### src/rtl/upreq_pkg.sv
package upreq_pkg;
  // width of a counter able to hold values 0..n
  function automatic int unsigned cnt_width(input int unsigned n);
    int unsigned w;
    w = 1;
    while ((1 << w) <= n) w++;
    return w;
  endfunction
endpackage

### src/rtl/upreq_backoff.sv
module upreq_backoff
  import upreq_pkg::*;
#(
  parameter int unsigned BACKOFF_CYC = 2
) (
  input  logic clk,
  input  logic rst_n,
  input  logic term_i,
  output logic clear_next_o,   // no back-off after this edge
  output logic busy_o          // back-off running now
);
  localparam int unsigned BW = cnt_width(BACKOFF_CYC);
  localparam logic [BW-1:0] LOAD = BW'(BACKOFF_CYC);

  logic [BW-1:0] bo_q, bo_d;
  logic          bo_en;

  always_comb begin
    bo_en = term_i || (bo_q != '0);
    if (term_i)
      bo_d = LOAD;
    else if (bo_q != '0)
      bo_d = bo_q - 1'b1;
    else
      bo_d = bo_q;
  end

  always_ff @(posedge clk or negedge rst_n) begin
    if (!rst_n)
      bo_q <= '0;
    else if (bo_en)
      bo_q <= bo_d;
  end

  assign clear_next_o = (bo_d == '0);
  assign busy_o       = (bo_q != '0);


  bo_range_chk: assert property (@(posedge clk) disable iff (!rst_n)
    bo_q <= LOAD);


  bo_load_chk: assert property (@(posedge clk) disable iff (!rst_n)
    term_i |=> (bo_q == LOAD));
endmodule

### src/rtl/upreq_park.sv
module upreq_park (
  input  logic clk,
  input  logic rst_n,
  input  logic req_on_i,   // request currently driven
  input  logic gnt_i,      // grant sampled this edge
  output logic park_o
);
  logic park_q, park_d;

  always_comb begin
    park_d = gnt_i && !req_on_i;
  end

  always_ff @(posedge clk or negedge rst_n) begin
    if (!rst_n)
      park_q <= 1'b0;
    else
      park_q <= park_d;
  end

  assign park_o = park_q;


  park_src_chk: assert property (@(posedge clk) disable iff (!rst_n)
    park_q |-> $past(gnt_i && !req_on_i));
endmodule

### src/rtl/upreq_ctrl.sv
module upreq_ctrl #(
  parameter int unsigned CNT_W       = 4,
  parameter int unsigned BACKOFF_CYC = 2
) (
  input  logic             clk,
  input  logic             rst_n,
  input  logic [CNT_W-1:0] queued_cnt,
  input  logic             gnt_n,
  input  logic             term_retry,
  input  logic             term_disc,
  input  logic             term_abort,
  output logic             req_n,
  output logic             start_o,
  output logic             park_o
);
  logic have_work, term_any, gnt_on;
  logic bo_clear_next, bo_busy;
  logic req_on_q, req_on_d;
  logic start_q, start_d;
  logic parked;

  assign have_work = (queued_cnt != '0);
  assign term_any  = term_retry | term_disc | term_abort;
  assign gnt_on    = !gnt_n;

  upreq_backoff #(.BACKOFF_CYC(BACKOFF_CYC)) u_backoff (
    .clk          (clk),
    .rst_n        (rst_n),
    .term_i       (term_any),
    .clear_next_o (bo_clear_next),
    .busy_o       (bo_busy)
  );

  upreq_park u_park (
    .clk      (clk),
    .rst_n    (rst_n),
    .req_on_i (req_on_q),
    .gnt_i    (gnt_on),
    .park_o   (parked)
  );

  always_comb begin
    req_on_d = have_work && bo_clear_next;
    start_d  = have_work && bo_clear_next &&
               ((req_on_q && gnt_on) || parked);
  end

  always_ff @(posedge clk or negedge rst_n) begin
    if (!rst_n) begin
      req_on_q <= 1'b0;
      start_q  <= 1'b0;
    end else begin
      req_on_q <= req_on_d;
      start_q  <= start_d;
    end
  end

  assign req_n   = !req_on_q;
  assign start_o = start_q;
  assign park_o  = parked;


  req_needs_work_chk: assert property (@(posedge clk) disable iff (!rst_n)
    !req_n |-> $past(queued_cnt != '0));


  req_off_in_bo_chk: assert property (@(posedge clk) disable iff (!rst_n)
    bo_busy |-> req_n);


  term_drop_chk: assert property (@(posedge clk) disable iff (!rst_n)
    term_any |=> req_n);


  no_start_bo_chk: assert property (@(posedge clk) disable iff (!rst_n)
    bo_busy |-> !start_o);


  start_needs_work_chk: assert property (@(posedge clk) disable iff (!rst_n)
    start_o |-> $past(queued_cnt != '0));
endmodule

### config.mk
export PLATFORM = sky130hd
export DESIGN_NAME = upreq_ctrl
export DESIGN_NICKNAME = d
export VERILOG_FILES = /design/src/rtl/upreq_pkg.sv /design/src/rtl/upreq_backoff.sv /design/src/rtl/upreq_park.sv /design/src/rtl/upreq_ctrl.sv
export SDC_FILE = /design/constraint.sdc
export NUM_CORES = 1
export LEC_CHECK = 0
export ABC_AREA = 1
export CAP_MARGIN = 20
export CORE_AREA = 4 4 41 43
export CTS_CLUSTER_SIZE = 40
export DETAILED_ROUTE_END_ITERATION = 10
export DIE_AREA = 0 0 45 47
export PLACE_DENSITY = 0.55
export REMOVE_ABC_BUFFERS = 1
export SETUP_SLACK_MARGIN = 0.2
export SLEW_MARGIN = 40
export SYNTH_ARGS = -nofsm -noshare
export SYNTH_HDL_FRONTEND = slang
export SYNTH_SLANG_ARGS = --single-unit
### constraint.sdc
create_clock -name clk -period 0.8 [get_ports clk]
set_input_delay 0.16 -clock clk [delete_from_list [all_inputs] [get_ports clk]]
set_output_delay 0.16 -clock clk [all_outputs]
set_load 0.01 [all_outputs]
==> summary.txt, run 1 <==
number of antenna violations at the first check in global routing -> 0
Total Neg Setup Slack -> -0.3609 ns
drc violations -> 0
result of the run -> finished, violations left
total die area -> 2115 um2
number of nets with antenna violations after routing -> 0
number of instances in the synthesized netlist -> 23
Fin Hold WS -> 0.1412 ns
ratio of cells with drive above 1 in the final layout -> 36.59%
fraction of power consumed by the clock network -> 45.5%
data required time of the critical path -> 0.64 ns
Critical Path End Type -> primary output
DRT Wirelength -> 466 um
Power Density -> 1621 nW/um2
CTS root buffer -> clkbuf_4
clock-pin slew on the worst setup and hold paths -> 0.04 ns
number of clock sinks -> 5
DIE HEIGHT -> 47 um
detailed-routing iteration count for the pre-antenna-repair pass -> 2
Post-synth ARST share -> 100.0%
IO Pins -> 13
switching power total -> 0.1289 mW
CP Max Fanout -> 2
Post-synth EDFFs -> 0
worst setup margin -> -0.1422 ns
vias in the first global route -> 206
combinational cell fraction of total power -> 11.7%
final HPWL from detailed placement -> 390.7 um
Hold Crit Class -> primary input to asynchronous set/reset pin
Switching Share -> 20.77%
routed vias/inst -> 3.589
Maximum Capacitance Violations -> 0
crit start category -> register
horizontal die dimension -> 45 um
Starting DRT DRC Count -> 1
transition time at the pin with the least slew margin -> 0.2264 ns
max-slew violation total from the final report -> 0
highest ir drop seen on vdd -> 496.3 uV
Total GRT Usage -> 6.037%
number of input and output port buffers inserted -> 12
arrival time of data at the critical path endpoint -> 0.78 ns
clock tree from TritonCTS -> done
internal power contribution -> 0.4917 mW
Hold Violations, Final -> 0
number of placed cells counting well taps -> 51
part of the total power dissipated in sequential elements -> 42.8%
core region area -> 1301 um2
Final Total Pwr -> 0.6206 mW
ranking of synthesized cells by area -> dfrtp_1 58%, nor2_1 8.8%, inv_1 7.0%, nand2_1 5.3%, nor2_4 5.3%
number of buffers created by CTS -> 3
Peak Freq -> 1.061 GHz
Post-Synthesis Cell Area -> 214.0 um2
level count of the clock H-tree -> 1
number of vias after detailed routing -> 201
flop and latch count out of synthesis -> 5
top flip-flop cell by instance count after synthesis -> dfrtp_1
count of antenna diodes in the layout -> 0
final critical-path share of the clock period -> 117.8%
layout net count -> 52
synthesized area per cell -> 9.302 um2
non-filler instance count after layout -> 56
final setup fails -> 4
largest area contributor in the synthesized netlist -> dfrtp_1
Starting Density -> 16.44%
largest net degree at the start of global routing -> 6
relative area change from synthesis to final layout -> 78.95%
RSZ-0062 raised after global routing -> yes
number of rows in the core area -> 13
maximum buffer depth of the clock tree -> 2
final routed wire length divided by cell count -> 8.321 um
worst slack, placed -> -0.3180 ns
Synth top cells by count -> 5 x dfrtp_1, 5 x nor2_1, 4 x inv_1
post-route clock skew -> 0.001865 ns
area share of the largest cell type after synthesis -> 58.48%
synthesis warning total -> 0
leakage -> 0.1968 nW
worst setup path class -> register to primary output
count of different cell masters after synthesis -> 10
worst max-slew margin expressed relative to the limit -> 84.86%
wire length of the first global-routing pass -> 745 um
Final GP Congestion -> 0.5442
clock insertion delay at the later pin of the skew report -> 0.24 ns
GRT overflow -> 0
register area share after synthesis -> 58.48%
min Tclk post-route -> 0.9422 ns
violations in the final reports -> negative setup slack
number of hold buffers added after CTS -> 0
-- kinds of logic (layout without fill, tap and decap cells) --
kind of cell / after synthesis / count (layout) / share of synthesized area (%)
buffers and inverters: 5 / 23 / 8.768
and+or+nand+nor: 13 / 13 / 32.75
DFF: 5 / 5 / 58.48
-- worst paths after layout --
check | startpoint | end | slack (ns) | cells after the start
worst max-delay path | req_on_q$_DFF_PN0_ | req_n | -0.14 | 2
worst min-delay path | rst_n | start_o$_DFF_PN0_ | 0.14 | 1
worst max register to register | req_on_q$_DFF_PN0_ | start_o$_DFF_PN0_ | -0.04 | 5
worst min register to register | u_backoff.bo_q[0]$_DFFE_PN0P_ | u_backoff.bo_q[0]$_DFFE_PN0P_ | 0.44 | 1
max in group asynchronous | rst_n | req_on_q$_DFF_PN0_ | 0.47 | 1
min in group clk | term_abort | u_backoff.bo_q[0]$_DFFE_PN0P_ | 0.30 | 2
-- critical path: stages (launching register included) --
cell	delay, ns
dfrtp_1	0.38
inv_2	0.07
buf_6	0.09
-- through the flow --
step	utilization [%]	instance area (um2)
finish	29.42	382.9
global placement	27.69	360.3
CTS	29.42	382.9
floorplan	-	214.0
detailed placement	27.69	360.3
global route	29.42	382.9
-- registers in the layout, summed over array words and instances (netlist names) --
signal          flops
req_on_q            1
start_o             1
u_park.park_o       1
u_backoff.bo_q      2
-- layout by cell type (no fill, tap or decap) --
cell             n
dfrtp_1          5
buf_4            2
nor2_4           1
clkdlybuf4s50_1  2
clkbuf_4         3
nand3_2          1
nor4_2           1
dlygate4sd2_1    7
inv_1            3
nand2_1          3
buf_6            1
nor2_2           1
nor2_1           5
nand2_2          1
clkbuf_1         1
inv_2            2
buf_2            2
-- per-layer routing --
metal  part of all wire (%)  vias up  track usage (%)
met4                    1.9        0            7.018
met2                     50       10            7.345
met3                     20        2            6.513
met5                      0        -                0
met1                     28       86            4.850
li1                       -      103                -
-- power by group through the flow --
stage / registers (mW) / clock network, mW / logic (mW)
global route: 0.266 / 0.322 / 0.0802
CTS: 0.266 / 0.299 / 0.0740
global placement: 0.268 / 0 / 0.0847
finish: 0.266 / 0.282 / 0.0724
detailed placement: 0.269 / 0 / 0.0854
floorplan: 0.270 / 0 / 0.0201
-- timing repair --
item,in CTS,in global routing
setup buffers,1,0
pin swaps,8,3
setup endpoints to repair,7,7
resized for setup,22,0
-- cell type report --
| cell class | count | area [um2] |
|---|---|---|
| tap | 15 | 18.77 |
| timing repair buffer | 14 | 117.6 |
| clock buffer | 4 | 26.28 |
| sequential | 5 | 125.1 |
| fill | 158 | 918.4 |
| multi-input combinational | 13 | 76.32 |
| inverter | 5 | 18.77 |
No activity file was read; power rests on OpenSTA's default activity.
==> run 2, diff against run 1 <==
--- a/config.mk
+++ b/config.mk
@@ -11,10 +11,11 @@
 export CTS_CLUSTER_SIZE = 40
 export DETAILED_ROUTE_END_ITERATION = 10
 export DIE_AREA = 0 0 45 47
-export PLACE_DENSITY = 0.55
+export PLACE_DENSITY = 0.56
 export REMOVE_ABC_BUFFERS = 1
 export SETUP_SLACK_MARGIN = 0.2
 export SLEW_MARGIN = 40
 export SYNTH_ARGS = -nofsm -noshare
 export SYNTH_HDL_FRONTEND = slang
+export SYNTH_HIERARCHICAL = 1
 export SYNTH_SLANG_ARGS = --single-unit
==> summary.txt, run 2 <==
count of antenna diodes in the layout -> 0 (unchanged)
switching power total -> 0.1431 mW (+11%)
internal power contribution -> 0.5175 mW (+5.2%)
number of antenna violations at the first check in global routing -> 0 (unchanged)
worst setup path startpoint -> req_on_q$_DFF_PN0_
CP Max Fanout -> 2 (unchanged)
DIE HEIGHT -> 47 um (unchanged)
Starting DRT DRC Count -> 0 (-1)
design area -> 442.9 um2 (+16%)
worst setup margin -> -0.1222 ns (+0.02003 ns)
Final GP Congestion -> 0.6531 (+20%)
IO Pins -> 13 (unchanged)
most common cell after layout, fill and taps aside -> clkdlybuf4s50_1
combinational cell fraction of total power -> 16.4% (+4.7 points)
final critical-path share of the clock period -> 115.3% (-2.5 points)
Fin Hold WS -> 0.1378 ns (-0.003425 ns)
max-slew violation total from the final report -> 0 (unchanged)
Critical Path End Type -> primary output
depth of the most critical reg-to-reg path -> 5 (unchanged)
clock-pin slew on the worst setup and hold paths -> 0.04 ns (about the same)
DRT Wirelength -> 474 um (+1.7%)
layout net count -> 59 (+13%)
highest ir drop seen on vdd -> 476.5 uV (-4.0%)
number of clock sinks -> 5 (unchanged)
drc violations -> 0 (unchanged)
number of hold buffers added after CTS -> 0 (unchanged)
detailed-routing iteration count for the pre-antenna-repair pass -> 1 (-1)
reg-to-reg setup timing slack -> -0.05 ns (about the same)
number of nets with antenna violations after routing -> 0 (unchanged)
Total GRT Usage -> 4.607% (-1.4 points)
data required time of the critical path -> 0.64 ns (about the same)
final setup fails -> 5 (+1)
crit start category -> register
synthesis warning total -> 6 (+6)
final routed wire length divided by cell count -> 7.524 um (-9.6%)
critical register-to-register path startpoint -> u_backoff/bo_q[1]$_DFFE_PN0P_
Biggest register -> u_backoff/bo_q
largest net degree at the start of global routing -> 6 (unchanged)
relative area change from synthesis to final layout -> 101.1%
leakage -> 0.2257 nW (+15%)
number of buffers created by CTS -> 3 (unchanged)
result of the run -> finished, violations left
number of rows in the core area -> 13 (unchanged)
Starting Density -> 16.92% (+0.48 points)
Hold Crit Class -> primary input to asynchronous set/reset pin
wire length of the first global-routing pass -> 627 um (-16%)
most frequent cells in the layout -> 6 x clkdlybuf4s50_1, 5 x inv_2, 5 x dfrtp_1, 4 x nor2_1, 4 x nand2_2
fraction of power consumed by the clock network -> 43.1% (-2.4 points)
final HPWL from detailed placement -> 344.4 um (-12%)
RSZ-0062 raised after global routing -> yes
worst setup path class -> register to primary output
transition time at the pin with the least slew margin -> 0.2209 ns (-0.005444 ns)
clock tree from TritonCTS -> done
part of the total power dissipated in sequential elements -> 40.5% (-2.3 points)
synthesized area per cell -> 8.156 um2 (-12%)
worst max-slew margin expressed relative to the limit -> 85.23% (+0.36 points)
Maximum Capacitance Violations -> 0 (unchanged)
number of input and output port buffers inserted -> 12 (unchanged)
number of instances in the synthesized netlist -> 27 (+17%)
total die area -> 2115 um2 (unchanged)
maximum buffer depth of the clock tree -> 2 (unchanged)
level count of the clock H-tree -> 1 (unchanged)
GRT overflow -> 0 (unchanged)
horizontal die dimension -> 45 um (unchanged)
routed vias/inst -> 3.587 (about the same)
core region area -> 1301 um2 (unchanged)
vias in the first global route -> 196 (-4.9%)
Peak Freq -> 1.084 GHz (+2.2%)
Hold Violations, Final -> 0 (unchanged)
post-route clock skew -> 0.004122 ns (+0.002256 ns)
Power Density -> 1491 nW/um2 (-8.0%)
Largest register FFs -> 2 (unchanged)
Placed Area -> 374.1 um2 (+3.8%)
CTS root buffer -> clkbuf_4
ratio of cells with drive above 1 in the final layout -> 50.00% (+13 points)
Post-Synthesis Cell Area -> 220.2 um2 (+2.9%)
Switching Share -> 21.66% (+0.89 points)
end of the worst register-to-register path -> start_o$_DFF_PN0_
violations in the final reports -> negative setup slack
clock insertion delay at the later pin of the skew report -> 0.24 ns (about the same)
arrival time of data at the critical path endpoint -> 0.76 ns (-0.02 ns)
number of vias after detailed routing -> 226 (+12%)
min Tclk post-route -> 0.9222 ns (-0.02003 ns)
-- run 2: worst max-delay path, stage by stage, from the launching register on --
cell     delay [ns]
dfrtp_1        0.37
inv_1          0.05
buf_2          0.11
-- run 2: power groups by stage --
stage / Sequential, mW / Clock (mW) / Combinational (mW)
2_1_floorplan: 0.271 / 0 / 0.0229
3_3_place_gp: 0.270 / 0 / 0.0876
3_5_place_dp: 0.270 / 0 / 0.0882
4_1_cts: 0.267 / 0.297 / 0.0925
5_1_grt: 0.269 / 0.316 / 0.118
6_report: 0.268 / 0.284 / 0.108
-- run 2: how the worst max path moves through the flow --
stage	to	slack (ns)	cells after the start
after floorplan	start_o$_DFF_PN0_	0.05	6
after global placement	start_o$_DFF_PN0_	-0.35	8
after detailed placement	start_o$_DFF_PN0_	-0.36	8
after CTS	req_n	-0.14	2
after global routing	req_n	-0.16	2
final	req_n	-0.12	2
-- run 2: cell type report --
cell class	instances	area (um2)
Fill cell	159	858.3
Timing Repair Buffer	17	150.1
Sequential cell	5	125.1
Multi-Input combinational cell	14	92.59
Inverter	8	30.03
Clock buffer	4	26.28
Tap cell	15	18.77
-- run 2: per-layer routing --
metal	GRT usage, %	part of all wire [%]	wire length, um	vias to the layer above
met3	1.149	17	80	2
li1	-	-	-	117
met2	7.910	43	204	14
met5	0	0	0	-
met1	3.464	38	178	93
met4	7.018	2.1	10	0
-- run 2: stage by stage --
stage               util [%]  setup TNS (ns)  setup WS (ns)  instances  power, mW
CTS                    31.54         -0.3646        -0.1355         62     0.6557
finish                 34.04         -0.3445        -0.1222         63     0.6606
global route           34.04         -0.5713        -0.1635         63     0.7028
detailed placement     28.75          -1.837        -0.3649         56     0.3578
floorplan                  -               0        0.04642         27     0.2944
global placement       28.75          -1.798        -0.3470         56     0.3571
-- run 2: timing repair --
item,CTS,global route
pin swaps,7,5
resized for setup,21,9
setup buffers,2,1
endpoints found under the setup margin,8,8
cloned,0,0
==> run 3, diff against run 2 <==
--- a/config.mk
+++ b/config.mk
@@ -5,13 +5,13 @@
 export SDC_FILE = /design/constraint.sdc
 export NUM_CORES = 1
 export LEC_CHECK = 0
-export ABC_AREA = 1
+export ABC_AREA = 0
 export CAP_MARGIN = 20
 export CORE_AREA = 4 4 41 43
 export CTS_CLUSTER_SIZE = 40
 export DETAILED_ROUTE_END_ITERATION = 10
 export DIE_AREA = 0 0 45 47
-export PLACE_DENSITY = 0.56
+export PLACE_DENSITY = 0.54
 export REMOVE_ABC_BUFFERS = 1
 export SETUP_SLACK_MARGIN = 0.2
 export SLEW_MARGIN = 40
==> summary.txt, run 3 <==
footprint of the multi-input gates -> 90.09 um2 (-2.7%)
Critical Path End Type -> register
Fin Hold WS -> 0.1402 ns (+0.002441 ns)
number of input and output port buffers inserted -> 12 (unchanged)
highest routing layer actually used -> met3
number of placed cells counting well taps -> 45 (-20%)
highest ir drop seen on vdd -> 701.1 uV (+47%)
GRT overflow -> 0 (unchanged)
post-route clock skew -> 0.004828 ns (+0.0007067 ns)
DRT Wirelength -> 612 um (+29%)
RSZ-0062 raised after global routing -> yes
reg-to-reg setup timing slack -> -0.20 ns (-0.15 ns)
violations in the final reports -> negative setup slack
total length of routed met3 wires -> 110 um (+38%)
core region area -> 1301 um2 (unchanged)
Final GP Congestion -> 0.7894 (+21%)
Hold Violations, Final -> 0 (unchanged)
Total GRT Usage -> 7.625% (+3.0 points)
arrival time of data at the critical path endpoint -> 1.13 ns (+0.37 ns)
synthesis warning total -> 6 (unchanged)
number of clock sinks -> 5 (unchanged)
Placed Area -> 364.1 um2 (-2.7%)
vias in the first global route -> 264 (+35%)
layout net count -> 47 (-20%)
end of the critical path -> start_o$_DFF_PN0_
number of hold buffers added after CTS -> 0 (unchanged)
Starting Density -> 15.58% (-1.3 points)
worst setup path startpoint -> req_on_q$_DFF_PN0_
largest net degree at the start of global routing -> 6 (unchanged)
number of vias after detailed routing -> 202 (-11%)
IO Pins -> 13 (unchanged)
wire length of the first global-routing pass -> 1041 um (+66%)
Largest register FFs -> 2 (unchanged)
data required time of the critical path -> 0.93 ns (+0.29 ns)
transition time at the pin with the least slew margin -> 0.2321 ns (+0.01123 ns)
CP Max Fanout -> 2 (unchanged)
number of antenna violations at the first check in global routing -> 0 (unchanged)
number of buffers created by CTS -> 3 (unchanged)
clock insertion delay at the later pin of the skew report -> 0.24 ns (about the same)
flip-flop and latch area -> 125.1 um2 (unchanged)
met2 wire length -> 307 um (+50%)
Maximum Capacitance Violations -> 0 (unchanged)
CTS root buffer -> clkbuf_4
Hold Crit Class -> primary input to asynchronous set/reset pin
final setup fails -> 6 (+1)
Final Total Pwr -> 0.6297 mW (-4.7%)
number of instances in the synthesized netlist -> 15 (-44%)
Total Neg Setup Slack -> -0.6967 ns (-0.3522 ns)
depth of the most critical reg-to-reg path -> 4 (-1)
synthesized area per cell -> 13.51 um2 (+66%)
routed vias/inst -> 3.961 (+10%)
clock-pin slew on the worst setup and hold paths -> 0.04 ns (about the same)
count of antenna diodes in the layout -> 0 (unchanged)
worst setup path class -> register to register
wire length the detailed router placed on met1 -> 194 um (+9.0%)
worst max-slew margin expressed relative to the limit -> 84.48% (-0.75 points)
critical register-to-register path startpoint -> req_on_q$_DFF_PN0_
drc violations -> 0 (unchanged)
number of nets with antenna violations after routing -> 0 (unchanged)
Biggest register -> u_backoff/bo_q
number of fill cells -> 140 (-12%)
final critical-path share of the clock period -> 124.7% (+9.4 points)
maximum buffer depth of the clock tree -> 2 (unchanged)
number of rows in the core area -> 13 (unchanged)
DIE HEIGHT -> 47 um (unchanged)
Power Density -> 1530 nW/um2 (+2.6%)
final routed wire length divided by cell count -> 12.00 um (+59%)
ratio of cells with drive above 1 in the final layout -> 55.56% (+5.6 points)
relative area change from synthesis to final layout -> 103.1%
leakage -> 0.1942 nW (-14%)
non-filler instance count after layout -> 51 (-19%)
most frequent cells in the layout -> 5 x buf_2, 5 x buf_6, 5 x dfrtp_1, 4 x dlygate4sd2_1, 3 x clkbuf_4
max-slew violation total from the final report -> 0 (unchanged)
min Tclk post-route -> 0.9974 ns (+0.07524 ns)
detailed-routing iteration count for the pre-antenna-repair pass -> 2 (+1)
design area -> 411.6 um2 (-7.1%)
Post-Synthesis Cell Area -> 202.7 um2 (-8.0%)
end of the worst register-to-register path -> start_o$_DFF_PN0_
worst setup margin -> -0.1974 ns (-0.07524 ns)
clock tree from TritonCTS -> done
result of the run -> finished, violations left
level count of the clock H-tree -> 1 (unchanged)
total die area -> 2115 um2 (unchanged)
crit start category -> register
Peak Freq -> 1.003 GHz (-7.5%)
Starting DRT DRC Count -> 2 (+2)
worst slack, placed -> -0.6727 ns (-0.3078 ns)
horizontal die dimension -> 45 um (unchanged)
final core area utilization -> 31.63% (-2.4 points)
run 3: layout make-up:
cell class	instances	area share [%]
clock buffers	4	6.383
inverters	2	1.824
multi-input cells	8	21.88
flip-flops and latches	5	30.40
well taps	15	4.559
repair buffers	17	34.95
run 3: report_power, final:
group          switching (mW)  internal (mW)  total, mW
Clock                  0.0990          0.188      0.287
Sequential            0.00612          0.262      0.268
Combinational          0.0251         0.0497     0.0748
Total                   0.130          0.500      0.630
run 3: worst min-delay path by stage:
stage / slack (ns) / to / depth (start not counted)
5_1_grt: 0.15 / start_o$_DFF_PN0_ / 1
3_5_place_dp: 0.40 / req_on_q$_DFF_PN0_ / 1
6_report: 0.14 / req_on_q$_DFF_PN0_ / 1
2_1_floorplan: -0.14 / req_on_q$_DFF_PN0_ / 0
4_1_cts: 0.13 / req_on_q$_DFF_PN0_ / 1
3_3_place_gp: 0.39 / start_o$_DFF_PN0_ / 1
run 3: routing by layer:
metal  vias to the layer above  global-route usage, %
li1                         91                      -
met1                        95                  5.774
met5                         -                      0
met4                         0                  1.754
met2                        16                  13.28
met3                         0                  8.046
run 3: what timing repair did:
| item | in CTS | in global routing |
|---|---|---|
| hold endpoints to repair | 0 | 0 |
| gates cloned | 0 | 0 |
| setup buffers | 2 | 0 |
| resized for setup | 33 | 1 |
| endpoints found under the setup margin | 8 | 8 |
| pin swaps | 4 | 1 |
run 3: worst max-delay path: stages (launching register included):
cell	delay, ns
dfrtp_1	0.39
buf_6	0.12
buf_6	0.10
nor2b_4	0.11
o21a_1	0.16
